==> config.mk <==
export PLATFORM = sky130hd
export DESIGN_NAME = oc_channel
export DESIGN_NICKNAME = d
export VERILOG_FILES = /design/src/rtl/oc_pkg.sv /design/src/rtl/oc_cmp_store.sv /design/src/rtl/oc_ref_next.sv /design/src/rtl/oc_channel.sv
export SDC_FILE = /design/constraint.sdc
export NUM_CORES = 1
export LEC_CHECK = 0
export BUFFER_PORTS_ARGS = -buffer_cell sky130_fd_sc_hd__buf_2
export CAP_MARGIN = 10
export CORE_MARGIN = 1
export CORE_UTILIZATION = 50
export DETAILED_ROUTE_END_ITERATION = 7
export PLACE_DENSITY_LB_ADDON = 0.12
export SLEW_MARGIN = 20
export SYNTH_ARGS = -nofsm -noshare
export SYNTH_HDL_FRONTEND = slang
export SYNTH_SLANG_ARGS = --single-unit
export TNS_END_PERCENT = 20
==> constraint.sdc <==
create_clock -name clk -period 4.35 [get_ports clk]
set_input_delay 0.2175 -clock clk [delete_from_list [all_inputs] [get_ports clk]]
set_output_delay 0.2175 -clock clk [all_outputs]
set_load 0.05 [all_outputs]
==> src/rtl/oc_pkg.sv <==
package oc_pkg;

    typedef enum logic [2:0] {
        OC_HOLD      = 3'd0,
        OC_SET_HIT   = 3'd1,
        OC_CLR_HIT   = 3'd2,
        OC_FLIP_HIT  = 3'd3,
        OC_FORCE_LO  = 3'd4,
        OC_FORCE_HI  = 3'd5,
        OC_PWM_A     = 3'd6,
        OC_PWM_B     = 3'd7
    } oc_mode_e;

    typedef struct packed {
        oc_mode_e   mode;
        logic       buf_en;
        logic [1:0] dir;
        logic       pol;
    } oc_ctrl_t;

    function automatic logic oc_is_pwm(oc_mode_e m);
        return (m == OC_PWM_A) || (m == OC_PWM_B);
    endfunction

endpackage

==> src/rtl/oc_cmp_store.sv <==
module oc_cmp_store #(
    parameter int W = 16
) (
    input  logic         clk,
    input  logic         rst_n,
    input  logic         buf_en,
    input  logic         upd,
    input  logic         wr,
    input  logic [W-1:0] wdata,
    output logic [W-1:0] rdata,
    output logic [W-1:0] shadow
);

    typedef struct packed {
        logic [W-1:0] bufv;
        logic [W-1:0] shad;
    } store_t;

    store_t st_d, st_q;

    always_comb begin
        st_d = st_q;
        if (buf_en && upd) begin
            st_d.shad = st_q.bufv;
        end
        if (wr) begin
            st_d.bufv = wdata;
            if (!buf_en) begin
                st_d.shad = wdata;
            end
        end
    end

    always_ff @(posedge clk or negedge rst_n) begin
        if (!rst_n) begin
            st_q <= '0;
        end else begin
            st_q <= st_d;
        end
    end

    assign rdata  = st_q.bufv;
    assign shadow = st_q.shad;

endmodule

==> src/rtl/oc_ref_next.sv <==
module oc_ref_next
    import oc_pkg::*;
#(
    parameter int W = 16
) (
    input  oc_mode_e     mode,
    input  oc_mode_e     mode_prev,
    input  logic [W-1:0] cnt,
    input  logic         down,
    input  logic [W-1:0] cmp,
    input  logic         ref_cur,
    input  logic         raw_prev,
    output logic         ref_nxt,
    output logic         raw_nxt
);

    logic hit;
    logic lvl;
    logic pwm_load;

    always_comb begin
        hit     = (cnt == cmp);
        raw_nxt = down ? (cnt <= cmp) : (cnt < cmp);
        lvl     = (mode == OC_PWM_B) ? ~raw_nxt : raw_nxt;
        pwm_load = (raw_nxt != raw_prev)
                || (mode_prev == OC_HOLD)
                || (oc_is_pwm(mode_prev) && (mode_prev != mode));
        ref_nxt = ref_cur;
        unique case (mode)
            OC_HOLD:     ref_nxt = ref_cur;
            OC_SET_HIT:  if (hit) ref_nxt = 1'b1;
            OC_CLR_HIT:  if (hit) ref_nxt = 1'b0;
            OC_FLIP_HIT: if (hit) ref_nxt = ~ref_cur;
            OC_FORCE_LO: ref_nxt = 1'b0;
            OC_FORCE_HI: ref_nxt = 1'b1;
            default:     if (pwm_load) ref_nxt = lvl;
        endcase
    end

endmodule

==> src/rtl/oc_channel.sv <==
module oc_channel
    import oc_pkg::*;
#(
    parameter int CNT_W = 16
) (
    input  logic             clk,
    input  logic             rst_n,
    input  logic [CNT_W-1:0] cnt_i,
    input  logic             cnt_down_i,
    input  logic             upd_i,
    input  logic             cmp_wr_i,
    input  logic [CNT_W-1:0] cmp_wdata_i,
    output logic [CNT_W-1:0] cmp_rdata_o,
    input  logic             ctrl_wr_i,
    input  logic [2:0]       ctrl_mode_i,
    input  logic             ctrl_buf_en_i,
    input  logic [1:0]       ctrl_dir_i,
    input  logic             ctrl_pol_i,
    output logic             ref_o,
    output logic             pin_o
);

    typedef struct packed {
        logic     refl;
        logic     pin;
        logic     raw;
        oc_mode_e mode_prev;
    } out_st_t;

    oc_ctrl_t         ctrl_d, ctrl_q;
    out_st_t          st_d, st_q;
    logic [CNT_W-1:0] shadow_val;
    logic             ref_nxt;
    logic             raw_nxt;
    logic             out_en;
    oc_mode_e         cur_mode;
    logic             cur_buf_en;
    logic             cur_pol;

    assign cur_mode   = ctrl_q.mode;
    assign cur_buf_en = ctrl_q.buf_en;
    assign cur_pol    = ctrl_q.pol;
    assign out_en     = (ctrl_q.dir == 2'b00);

    oc_cmp_store #(.W(CNT_W)) u_store (
        .clk    (clk),
        .rst_n  (rst_n),
        .buf_en (ctrl_q.buf_en),
        .upd    (upd_i),
        .wr     (cmp_wr_i),
        .wdata  (cmp_wdata_i),
        .rdata  (cmp_rdata_o),
        .shadow (shadow_val)
    );

    oc_ref_next #(.W(CNT_W)) u_next (
        .mode      (ctrl_q.mode),
        .mode_prev (st_q.mode_prev),
        .cnt       (cnt_i),
        .down      (cnt_down_i),
        .cmp       (shadow_val),
        .ref_cur   (st_q.refl),
        .raw_prev  (st_q.raw),
        .ref_nxt   (ref_nxt),
        .raw_nxt   (raw_nxt)
    );

    always_comb begin
        ctrl_d = ctrl_q;
        if (ctrl_wr_i) begin
            ctrl_d.mode   = oc_mode_e'(ctrl_mode_i);
            ctrl_d.buf_en = ctrl_buf_en_i;
            ctrl_d.dir    = ctrl_dir_i;
            ctrl_d.pol    = ctrl_pol_i;
        end
        st_d           = st_q;
        st_d.raw       = raw_nxt;
        st_d.mode_prev = ctrl_q.mode;
        if (out_en) begin
            st_d.refl = ref_nxt;
            st_d.pin  = ref_nxt ^ ctrl_q.pol;
        end
    end

    always_ff @(posedge clk or negedge rst_n) begin
        if (!rst_n) begin
            ctrl_q <= '0;
            st_q   <= '0;
        end else begin
            ctrl_q <= ctrl_d;
            st_q   <= st_d;
        end
    end

    assign ref_o = st_q.refl;
    assign pin_o = st_q.pin;

endmodule


* Word level (Yosys, flattened, before mapping) *
Cells that the tools add are included.

operators by class
  bitwise operators = 3
  add/sub/neg operators = 0
  shift operators = 0
  mux-type cells = 10
  reduce and logical (&&, ||, !) cells = 8
  eq/ne operators = 11
  multiply operators = 0
  magnitude comparators = 2
  div/mod/pow operators = 0

operator list
  cell                count
  $mux 16             3
  $eq 16x16->1        1
  $le 16x16->1        1
  $lt 16x16->1        1
  $eq 3x3->1 const B  5
  $eq 3x2->1 const B  2
  $logic_not 3->1     2
  $mux 1              6
  $pmux 1 s6          1
  $eq 3x1->1 const B  1
  $logic_or 1x1->1    3
  $ne 3x3->1          1
  $logic_and 1x1->1   2
  $logic_not 2->1     1
  $not 1->1           2
  $ne 1x1->1          1
  $xor 1x1->1         1

word-level totals
  input port bits = 45
  memory bits (writable) = 0
  memory bits (read-only) = 0
  bits in registers = 45
  output and inout bits = 18
  latch bits = 0
  memories = 0
  word-level logic and storage cells = 44

* Depth between registers and ports, before layout *
Gate-level depths: netlist of run 1.

  depth after elaboration = 8
  depth in mapped cells = 13
  mapped depth without buffers = 13

* Cells and area by module *
Synthesis of run 1 repeated with hierarchy kept, for this count alone.

unflattened totals
  cells, all modules = 209
  area, all modules = 2680.1 µm²

modules (own cells, without submodules)
  module        instances  area each (µm²)  cells an instance  sequential area each (µm²)
  oc_cmp_store  1          1617.8           104                800.8
  oc_ref_next   1          585.6            80                 0.0
  oc_channel    1          476.7            25                 325.3

* Least setup slack after synthesis of run 1 *
No wires, ideal clock.

  path type = flip-flop to flip-flop
  start = register u_store.st_q, in the netlist u_store.shadow[14]
  end = register st_q, in the netlist pin_o
  period minus slack after synthesis = 2454 ps
  required time = 4246 ps
  cell stages (with the launch flop) = 13
  path slack = 1896 ps
  setup time = 104 ps
  data arrival time = 2350 ps
  path buffers = 0
  cell sequence = dfrtp_1 -> inv_1 -> ha_1 -> nand4_2 -> nor3_2 -> nand4_1 -> ha_1 -> nand2b_1 -> a21o_1 -> a21oi_1 -> a211o_1 -> and3b_1 -> o41ai_2

on the way
  word-level cells in the longest chain between the ends = 8
  elaborated cells on any way between the ends = 15
  classes of those cells = 2 x order compare; 2 x eq/ne; 7 x mux; 2 x bitwise; 2 x reduce/logical

RTL lines
  item                                          line                source
  from (decl)                                   oc_cmp_store.sv:19  store_t st_d, st_q;
  from (signal assigned)                        oc_cmp_store.sv:38  st_q <= st_d;
  $lt 16x16->1 or $le 16x16->1 (tied branches)  oc_ref_next.sv:23   raw_nxt = down ? (cnt <= cmp) : (cnt < cmp);
  $mux 1                                        oc_ref_next.sv:23
  $ne 1x1->1                                    oc_ref_next.sv:25   pwm_load = (raw_nxt != raw_prev)
  $logic_or 1x1->1                              oc_ref_next.sv:26   || (mode_prev == OC_HOLD)
  $logic_or 1x1->1                              oc_ref_next.sv:27   || (oc_is_pwm(mode_prev) && (mode_prev != mode));
  $mux 1                                        oc_ref_next.sv:36   default: if (pwm_load) ref_nxt = lvl;
  $pmux 1 s6 (*)                                oc_ref_next.sv:29   unique case (mode)
  $xor 1x1->1 (*)                               oc_channel.sv:81    st_d.pin = ref_nxt ^ ctrl_q.pol;
  to (signal assigned)                          oc_channel.sv:91    st_q <= st_d;
  to (decl)                                     oc_channel.sv:31    out_st_t st_d, st_q;

Every way passes the cells marked *; elsewhere a longest branch is shown, timed or not.
A chain may end at the register's enable or synchronous reset.

* Worst setup path in the final report of run 1 *
Same ends and word-level chain as after synthesis.

==> summary.md, run 1 <==
| Metric | Value |
|---|---|
| Die Wd | 70.9 um |
| Min setup slack post-route | 1.67 ns |
| Worst hold slack | 0.131 ns |
| Family with the most delay on the worst path | simple AND/OR/NAND/NOR gates |
| Initial antenna violation count | 0 |
| Type of element launching the critical path | register |
| Required arrival time at the worst endpoint | 4.55 ns |
| # diodes | 0 |
| Clock sink total | 45 |
| Root Buffer Master | sky130_fd_sc_hd__clkbuf_8 |
| Maximum clock frequency | 373 MHz |
| WL per Instance | 13.8 um |
| Number of core rows | 24 |
| Synth Register Bits | 45 |
| Share of total power in combinational logic | 0.316 |
| Share of flip-flops with an asynchronous set or reset | 1.00 |
| Die Outline Area | 5030 um^2 |
| Clock tree skew after final layout | 0.00393 ns |
| Portion of the clock cycle consumed by the worst path in the final layout | 0.616 |
| Number of iterations in the first detailed-routing pass | 6 |
| Largest area contributor in the netlist | sky130_fd_sc_hd__dfrtp_1 |
| Clock transition at path regs | 0.08 ns |
| Die Y-Extent | 70.9 um |
| Fin Setup TNS | 0 ns |
| Worst-Margin Slew | 0.924 ns |
| Initial cell density of the core | 0.531 |
| Relative slew margins | 0.383 |
| DR iter-0 viols | 131 |
| Clock insertion delay at the later pin of the skew report | 0.29 ns |
| Critical Path End Type | register |
| Critical path cell sequence | inv_1 > ha_1 > nand4_2 > nor3_2 > nand4_1 > ha_1 > nand2b_1 > a21o_1 > a21oi_1 > a41oi_1 > nand3_1 > and3b_1 > o41ai_2 |
| Buffers plus inverters on the worst setup path | 1 |
| Final weighted congestion of routability-driven global placement | 0.758 |
| Warnings, synthesis | 0 |
| Number of pins with negative max-slew slack in the final report | 0 |
| Average instance area after synthesis | 10.8 um^2 |
| Sequential fraction of design power | 0.467 |
| Power spent charging and discharging nets | 0.000399 W |
| Post-synthesis sequential area ratio | 0.474 |
| Vias after detailed routing | 1801 |
| Area share of the largest cell type after synthesis | 0.474 |
| Post-Syn Area | 2380 um^2 |
| Resized Gates After CTS | 0 |
| Area growth, synth to finish | 18.9% |
| Bufs on Longest Clock Path | 2 |
| Commonest register cell after synthesis | sky130_fd_sc_hd__dfrtp_1 |
| TritonCTS buffer count | 5 |
| CP max FO | 3 |
| Count of unresolved DRC violations after routing | 0 |
| Half-perimeter wire length after detailed placement | 3.41 mm |
| GRT overflow | 0 |
| Worst min path class | in2reg |
| CTS H-Tree Depth | 2 |
| Data arrival at the endpoint of the critical path | 2.88 ns |
| Clock network fraction of total power | 0.217 |
| MaxCap Viol Count | 0 |
| Synth Net Count | 282 |
| Setup repair after global routing missed its margin | false |
| Share of post-route cells with drive strength above 1 | 0.339 |
| Most numerous cell on the critical path | sky130_fd_sc_hd__ha_1 |
| Max incr delay on CP | 0.36 ns |
| Count of buffers inserted at the top-level ports | 62 |
| I/O pin cnt | 63 |
| Top cells by area, synth | sky130_fd_sc_hd__dfrtp_1 (47%), sky130_fd_sc_hd__mux2_2 (11%), sky130_fd_sc_hd__ha_1 (9.5%) |
| GRT Total Usage | 0.206 |
| Master of the slowest instance on the critical path | sky130_fd_sc_hd__dfrtp_1 |
| Final nets | 345 |
| Post-synth cell types | 33 |
| Area of the core region | 4470 um^2 |
| Post-Place Setup Slack | 1.67 ns |
| Leakage dissipation | 1.44 nW |
| Maximum resistive drop on vdd | 0.257 mV |
| CTS tree | yes |
| Sw Share | 0.351 |
| Post-detailed-route count of antenna-violating nets | 0 |
| Vias in the first global route | 1867 |
| Maximum number of pins on one net before global-route repair | 46 |
| Final WL | 4.64 mm |
| Final-report setup violation count | 0 |
| Number of enable flip-flop cells after synthesis | 0 |
| Power per standard cell area | 402 nW/um^2 |
| Total count of hold-check failures in the final report | 0 |
| Tmin final | 2.68 ns |
| Start-to-end type of the worst setup path | reg2reg |
| Gate Count Post-Synth | 219 |
| Wire length of the first global-routing pass | 7.98 mm |
| Final core utilization | 0.631 |
| Status | completed |
| Internal cell power | 0.000738 W |
| Via-per-instance ratio | 5.38 |
## power groups by stage
stage	Combinational (W)	Clock, W	Sequential (W)
after floorplan	0.000189	0	0.000608
after global placement	0.000354	0	0.000538
after detailed placement	0.000361	0	0.000540
after CTS	0.000362	0.000259	0.000532
after global routing	0.000404	0.000273	0.000541
final	0.000360	0.000247	0.000531
## registers in the layout, indices dropped and copies added, names as in the netlist
| register | flops |
|---|---|
| cur_pol | 1 |
| cur_buf_en | 1 |
| u_store.shadow | 16 |
| ref_o | 1 |
| ctrl_q | 2 |
| u_store.rdata | 16 |
| st_q | 4 |
| pin_o | 1 |
| cur_mode | 3 |
## timing repair
| action | CTS | global route |
|---|---|---|
| hold buffers | 0 | 1 |
| endpoints found under the setup margin | 0 | 0 |
| setup buffers | 0 | 0 |
| hold endpoints to repair | 0 | 45 |
## placed cells by master (no fill, tap or decap), types with 2 or more instances in the layout
cell / instances
sky130_fd_sc_hd__o31ai_1: 2
sky130_fd_sc_hd__nand4_1: 4
sky130_fd_sc_hd__buf_2: 61
sky130_fd_sc_hd__mux2i_1: 16
sky130_fd_sc_hd__o211ai_1: 2
sky130_fd_sc_hd__inv_1: 20
sky130_fd_sc_hd__nand3_1: 2
sky130_fd_sc_hd__a21oi_1: 9
sky130_fd_sc_hd__clkbuf_1: 3
sky130_fd_sc_hd__dfrtp_1: 45
sky130_fd_sc_hd__nand2b_1: 3
sky130_fd_sc_hd__nor2_1: 5
sky130_fd_sc_hd__ha_1: 18
sky130_fd_sc_hd__a211oi_1: 2
sky130_fd_sc_hd__nand2_1: 24
sky130_fd_sc_hd__mux2_2: 23
sky130_fd_sc_hd__o21ai_0: 19
sky130_fd_sc_hd__clkbuf_8: 5
## cells in the mapped netlist, types with 2 or more instances
| library cell | number |
|---|---|
| sky130_fd_sc_hd__nand4_1 | 4 |
| sky130_fd_sc_hd__o31ai_1 | 2 |
| sky130_fd_sc_hd__nor2b_1 | 2 |
| sky130_fd_sc_hd__mux2_2 | 23 |
| sky130_fd_sc_hd__nand3_1 | 2 |
| sky130_fd_sc_hd__dfrtp_1 | 45 |
| sky130_fd_sc_hd__mux2i_1 | 16 |
| sky130_fd_sc_hd__a21oi_1 | 9 |
| sky130_fd_sc_hd__a211oi_1 | 2 |
| sky130_fd_sc_hd__clkbuf_1 | 7 |
| sky130_fd_sc_hd__nand2b_1 | 3 |
| sky130_fd_sc_hd__o211ai_1 | 2 |
| sky130_fd_sc_hd__o21ai_0 | 19 |
| sky130_fd_sc_hd__inv_1 | 20 |
| sky130_fd_sc_hd__nand2_1 | 24 |
| sky130_fd_sc_hd__nor2_1 | 5 |
| sky130_fd_sc_hd__ha_1 | 18 |
## worst reg2reg max path, stage by stage (launching register included)
cell,delay (ns)
sky130_fd_sc_hd__dfrtp_1,0.36
sky130_fd_sc_hd__inv_1,0.05
sky130_fd_sc_hd__ha_1,0.32
sky130_fd_sc_hd__nand4_2,0.13
sky130_fd_sc_hd__nor3_2,0.22
sky130_fd_sc_hd__nand4_1,0.16
sky130_fd_sc_hd__ha_1,0.30
sky130_fd_sc_hd__nand2b_1,0.09
sky130_fd_sc_hd__a21o_1,0.10
sky130_fd_sc_hd__a21oi_1,0.07
sky130_fd_sc_hd__a41oi_1,0.18
sky130_fd_sc_hd__nand3_1,0.14
sky130_fd_sc_hd__and3b_1,0.21
sky130_fd_sc_hd__o41ai_2,0.25
## logic make-up (layout without fill, tap and decap cells)
kind of cell | Yosys count | in the layout | synth area share
buf+inv | 27 | 91 | 0.0427
mux | 39 | 39 | 0.176
fa+ha+maj | 18 | 18 | 0.0948
flops | 45 | 45 | 0.474
simple gates | 46 | 46 | 0.0958
compound gates | 44 | 44 | 0.116
## metal layers
metal / share of wire / GRT usage
met4: 0.021 / 0.0756
met5: 0 / 0
met3: 0.052 / 0.0556
met1: 0.46 / 0.265
met2: 0.47 / 0.335
## final timing paths
path | start | end | slack (ns) | depth (start not counted)
max reg2reg | u_store.shadow[14] | pin_o | 1.67 | 13
min in group asynchronous | rst_n | u_store.rdata[11] | 0.47 | 2
min | cmp_wdata_i[3] | u_store.shadow[3] | 0.13 | 3
max in group asynchronous | rst_n | u_store.shadow[0] | 3.49 | 2
min reg2reg | cur_mode[2] | st_q[2] | 0.50 | 0
max | u_store.shadow[14] | pin_o | 1.67 | 13
## area by class of cell
cell class              count  area, um^2
fillers                   403        1650
repair buffers             63         323
clock buffers               8        80.1
multi-input cells         147        1160
well taps                  52        65.1
flip-flops and latches     45        1130
inverters                  20        75.1
## stage by stage
stage	cells	area [um^2]	power [W]
finish	335	2830	0.00114
global route	335	2830	0.00122
CTS	334	2810	0.00115
detailed placement	326	2730	0.000901
global placement	326	2730	0.000891
floorplan	219	2380	0.000796
No activity file was read; power rests on OpenSTA's default activity.
==> run 2, diff against run 1 <==
--- a/config.mk
+++ b/config.mk
@@ -8,7 +8,7 @@
 export BUFFER_PORTS_ARGS = -buffer_cell sky130_fd_sc_hd__buf_2
 export CAP_MARGIN = 10
 export CORE_MARGIN = 1
-export CORE_UTILIZATION = 50
+export CORE_UTILIZATION = 47
 export DETAILED_ROUTE_END_ITERATION = 7
 export PLACE_DENSITY_LB_ADDON = 0.12
 export SLEW_MARGIN = 20
==> constraint.sdc (replaced) <==
create_clock -name clk -period 2.4 [get_ports clk]
set_input_delay 0.12 -clock clk [delete_from_list [all_inputs] [get_ports clk]]
set_output_delay 0.12 -clock clk [all_outputs]
set_load 0.05 [all_outputs]
==> run 2 against run 1 <==
Compared with the run above: the run now ends with negative setup slack left; worst setup slack lost 1.8 ns; combinational power is 120% higher; register-to-register slack got worse by 1.8 ns; design area increased by 9.3%; wire length rose by 5.7%; sequential share of layout area is 3.4 points lower; core utilization rose by 1.4 points; die area is 6.2% higher; sequential power grew 81%; largest power group unchanged.
==> summary.md, run 2 (synthesis gave the netlist of run 1 again) <==
| Metric | Value |
|---|---|
| CTS tree | yes |
| Cell Count Post-Placement | 356 |
| Type of element launching the critical path | register |
| Vias after detailed routing | 1837 |
| CTS H-Tree Depth | 2 |
| GRT Total Usage | 0.199 |
| Worst min path class | in2reg |
| Root Buffer Master | sky130_fd_sc_hd__clkbuf_8 |
| Portion of the clock cycle consumed by the worst path in the final layout | 1.05 |
| MaxCap Viol Count | 0 |
| Layer with the highest usage after global routing | met2 |
| Final-report setup violation count | 1 |
| Number of core rows | 25 |
| Maximum number of pins on one net before global-route repair | 33 |
| Clock insertion delay at the later pin of the skew report | 0.29 ns |
| Required arrival time at the worst endpoint | 2.60 ns |
| CP max FO | 3 |
| Number of iterations in the first detailed-routing pass | 4 |
| Final WL | 4.90 mm |
| Worst hold path stage count | 3 |
| Relative slew margins | 0.682 |
| DR iter-0 viols | 53 |
| TritonCTS buffer count | 5 |
| Critical hold path startpoint | cmp_wdata_i[1] |
| Met1 usage in global routing | 0.240 |
| Number of cells in the finished layout apart from fillers | 370 |
| Post-Place Setup Slack | -0.209 ns |
| Start-to-end type of the worst setup path | reg2reg |
| Launching instance or port of the critical path | u_store.shadow[11] |
| Most common cell after layout, fill and taps aside | sky130_fd_sc_hd__buf_2 |
| Clock sink total | 45 |
| Commonest cells after routing, fill and taps aside | sky130_fd_sc_hd__buf_2 (62), sky130_fd_sc_hd__dfrtp_1 (45), sky130_fd_sc_hd__mux2_2 (23) |
| Number of pins with negative max-slew slack in the final report | 0 |
| Status | finished with violations |
| Initial antenna violation count | 0 |
| Via-per-instance ratio | 4.96 |
| Initial cell density of the core | 0.496 |
| Launch point of the worst reg-to-reg path | u_store.shadow[11] |
| Leakage dissipation | 1.54 nW |
| Data arrival at the endpoint of the critical path | 2.72 ns |
| Count of buffers inserted at the top-level ports | 62 |
| Worst Reg2Reg Path Length in Cells | 13 |
| Area growth, synth to finish | 30.0% |
| Reg-to-reg endpoint | pin_o |
| Fin Setup TNS | -0.119 ns |
| Die Y-Extent | 73.1 um |
| Area of the core region | 4790 um^2 |
| Global routing usage on met2 | 0.342 |
| GRT overflow | 0 |
| Bufs on Longest Clock Path | 2 |
| Worst R2R Setup Slack | -0.12 ns |
| Endpoint of the worst hold path | u_store.shadow[1] |
| Failing checks | negative setup slack |
| Post-detailed-route count of antenna-violating nets | 0 |
| Clock tree skew after final layout | 0.00650 ns |
| Power per standard cell area | 715 nW/um^2 |
| Die Outline Area | 5340 um^2 |
| Met3 routing resource usage after global routing | 0.0539 |
| Maximum clock frequency | 397 MHz |
| Wire length of the first global-routing pass | 8.00 mm |
| Final weighted congestion of routability-driven global placement | 0.787 |
| Maximum resistive drop on vdd | 0.388 mV |
| Half-perimeter wire length after detailed placement | 3.46 mm |
| Share of post-route cells with drive strength above 1 | 0.432 |
| Tmin final | 2.52 ns |
| Overall Power | 0.00221 W |
| Count of unresolved DRC violations after routing | 0 |
| Min setup slack post-route | -0.119 ns |
| # diodes | 0 |
| Total count of hold-check failures in the final report | 0 |
| Worst-Margin Slew | 0.478 ns |
| Vias in the first global route | 1833 |
| Die Wd | 73.1 um |
| Critical Path End Type | register |
| Final nets | 365 |
| Setup repair after global routing missed its margin | true |
| I/O pin cnt | 63 |
| Clock transition at path regs | 0.08 ns |
| WL per Instance | 13.2 um |
## run 2: cell count changes in the layout (fill, tap and decap cells not counted), sizes merged
cell,delta
buf,+20
## run 2: cell type report
class / instances / area (um^2)
flip-flops and latches: 45 / 1130
multi-input cells: 147 / 1250
fillers: 415 / 1700
well taps: 67 / 83.8
inverters: 20 / 75.1
repair buffers: 83 / 470
clock buffers: 8 / 80.1
## run 2: stage by stage
step | instance area, um^2 | util | hold WS, ns
finish | 3090 | 0.645 | 0.0402
global route | 3090 | 0.645 | 0.0437
CTS | 3060 | 0.639 | 0.0320
detailed placement | 2860 | 0.597 | 0.110
global placement | 2860 | 0.597 | 0.116
floorplan | 2380 | - | -0.176
## run 2: where the power goes
group          internal (W)  switching, W  leakage [nW]  total (W)
clock              0.000207      0.000239        0.0395   0.000447
sequential         0.000874     0.0000865         0.532   0.000960
combinational      0.000353      0.000449         0.973   0.000802
## run 2: per-layer routing
metal / wire length [um] / part of all wire / vias to the layer above
li1: - / - / 936
met1: 2160 / 0.44 / 854
met2: 2420 / 0.49 / 39
met3: 249 / 0.051 / 8
met4: 68 / 0.014 / 0
met5: 0 / 0 / -
## run 2: critical path, cell delays in order, from the launching register on
cell and delay [ns]:
sky130_fd_sc_hd__dfrtp_1 0.37, sky130_fd_sc_hd__inv_1 0.05, sky130_fd_sc_hd__ha_1 0.30, sky130_fd_sc_hd__nand2_2 0.08, sky130_fd_sc_hd__nor3_4 0.17, sky130_fd_sc_hd__nand4_1 0.13
sky130_fd_sc_hd__ha_1 0.29, sky130_fd_sc_hd__nand2b_1 0.09, sky130_fd_sc_hd__a21o_1 0.12, sky130_fd_sc_hd__a21oi_2 0.06, sky130_fd_sc_hd__a41oi_2 0.22, sky130_fd_sc_hd__nand3_2 0.13
sky130_fd_sc_hd__and3b_1 0.21, sky130_fd_sc_hd__o41ai_2 0.19
## run 2: worst max path at each step
stage | end | slack [ns] | depth (start not counted)
4_1_cts | pin_o | -0.14 | 13
6_report | pin_o | -0.12 | 13
2_1_floorplan | pin_o | 0.03 | 12
3_3_place_gp | pin_o | -0.10 | 13
5_1_grt | pin_o | -0.29 | 13
3_5_place_dp | pin_o | -0.21 | 13
## run 2: what timing repair did
item / CTS / global route
resized for setup: 15 / 3
hold buffers: 1 / 0
buffers inserted: 3 / 2
endpoints found under the setup margin: 1 / 2
hold endpoints to repair: 20 / 0
pin swaps: 10 / 7
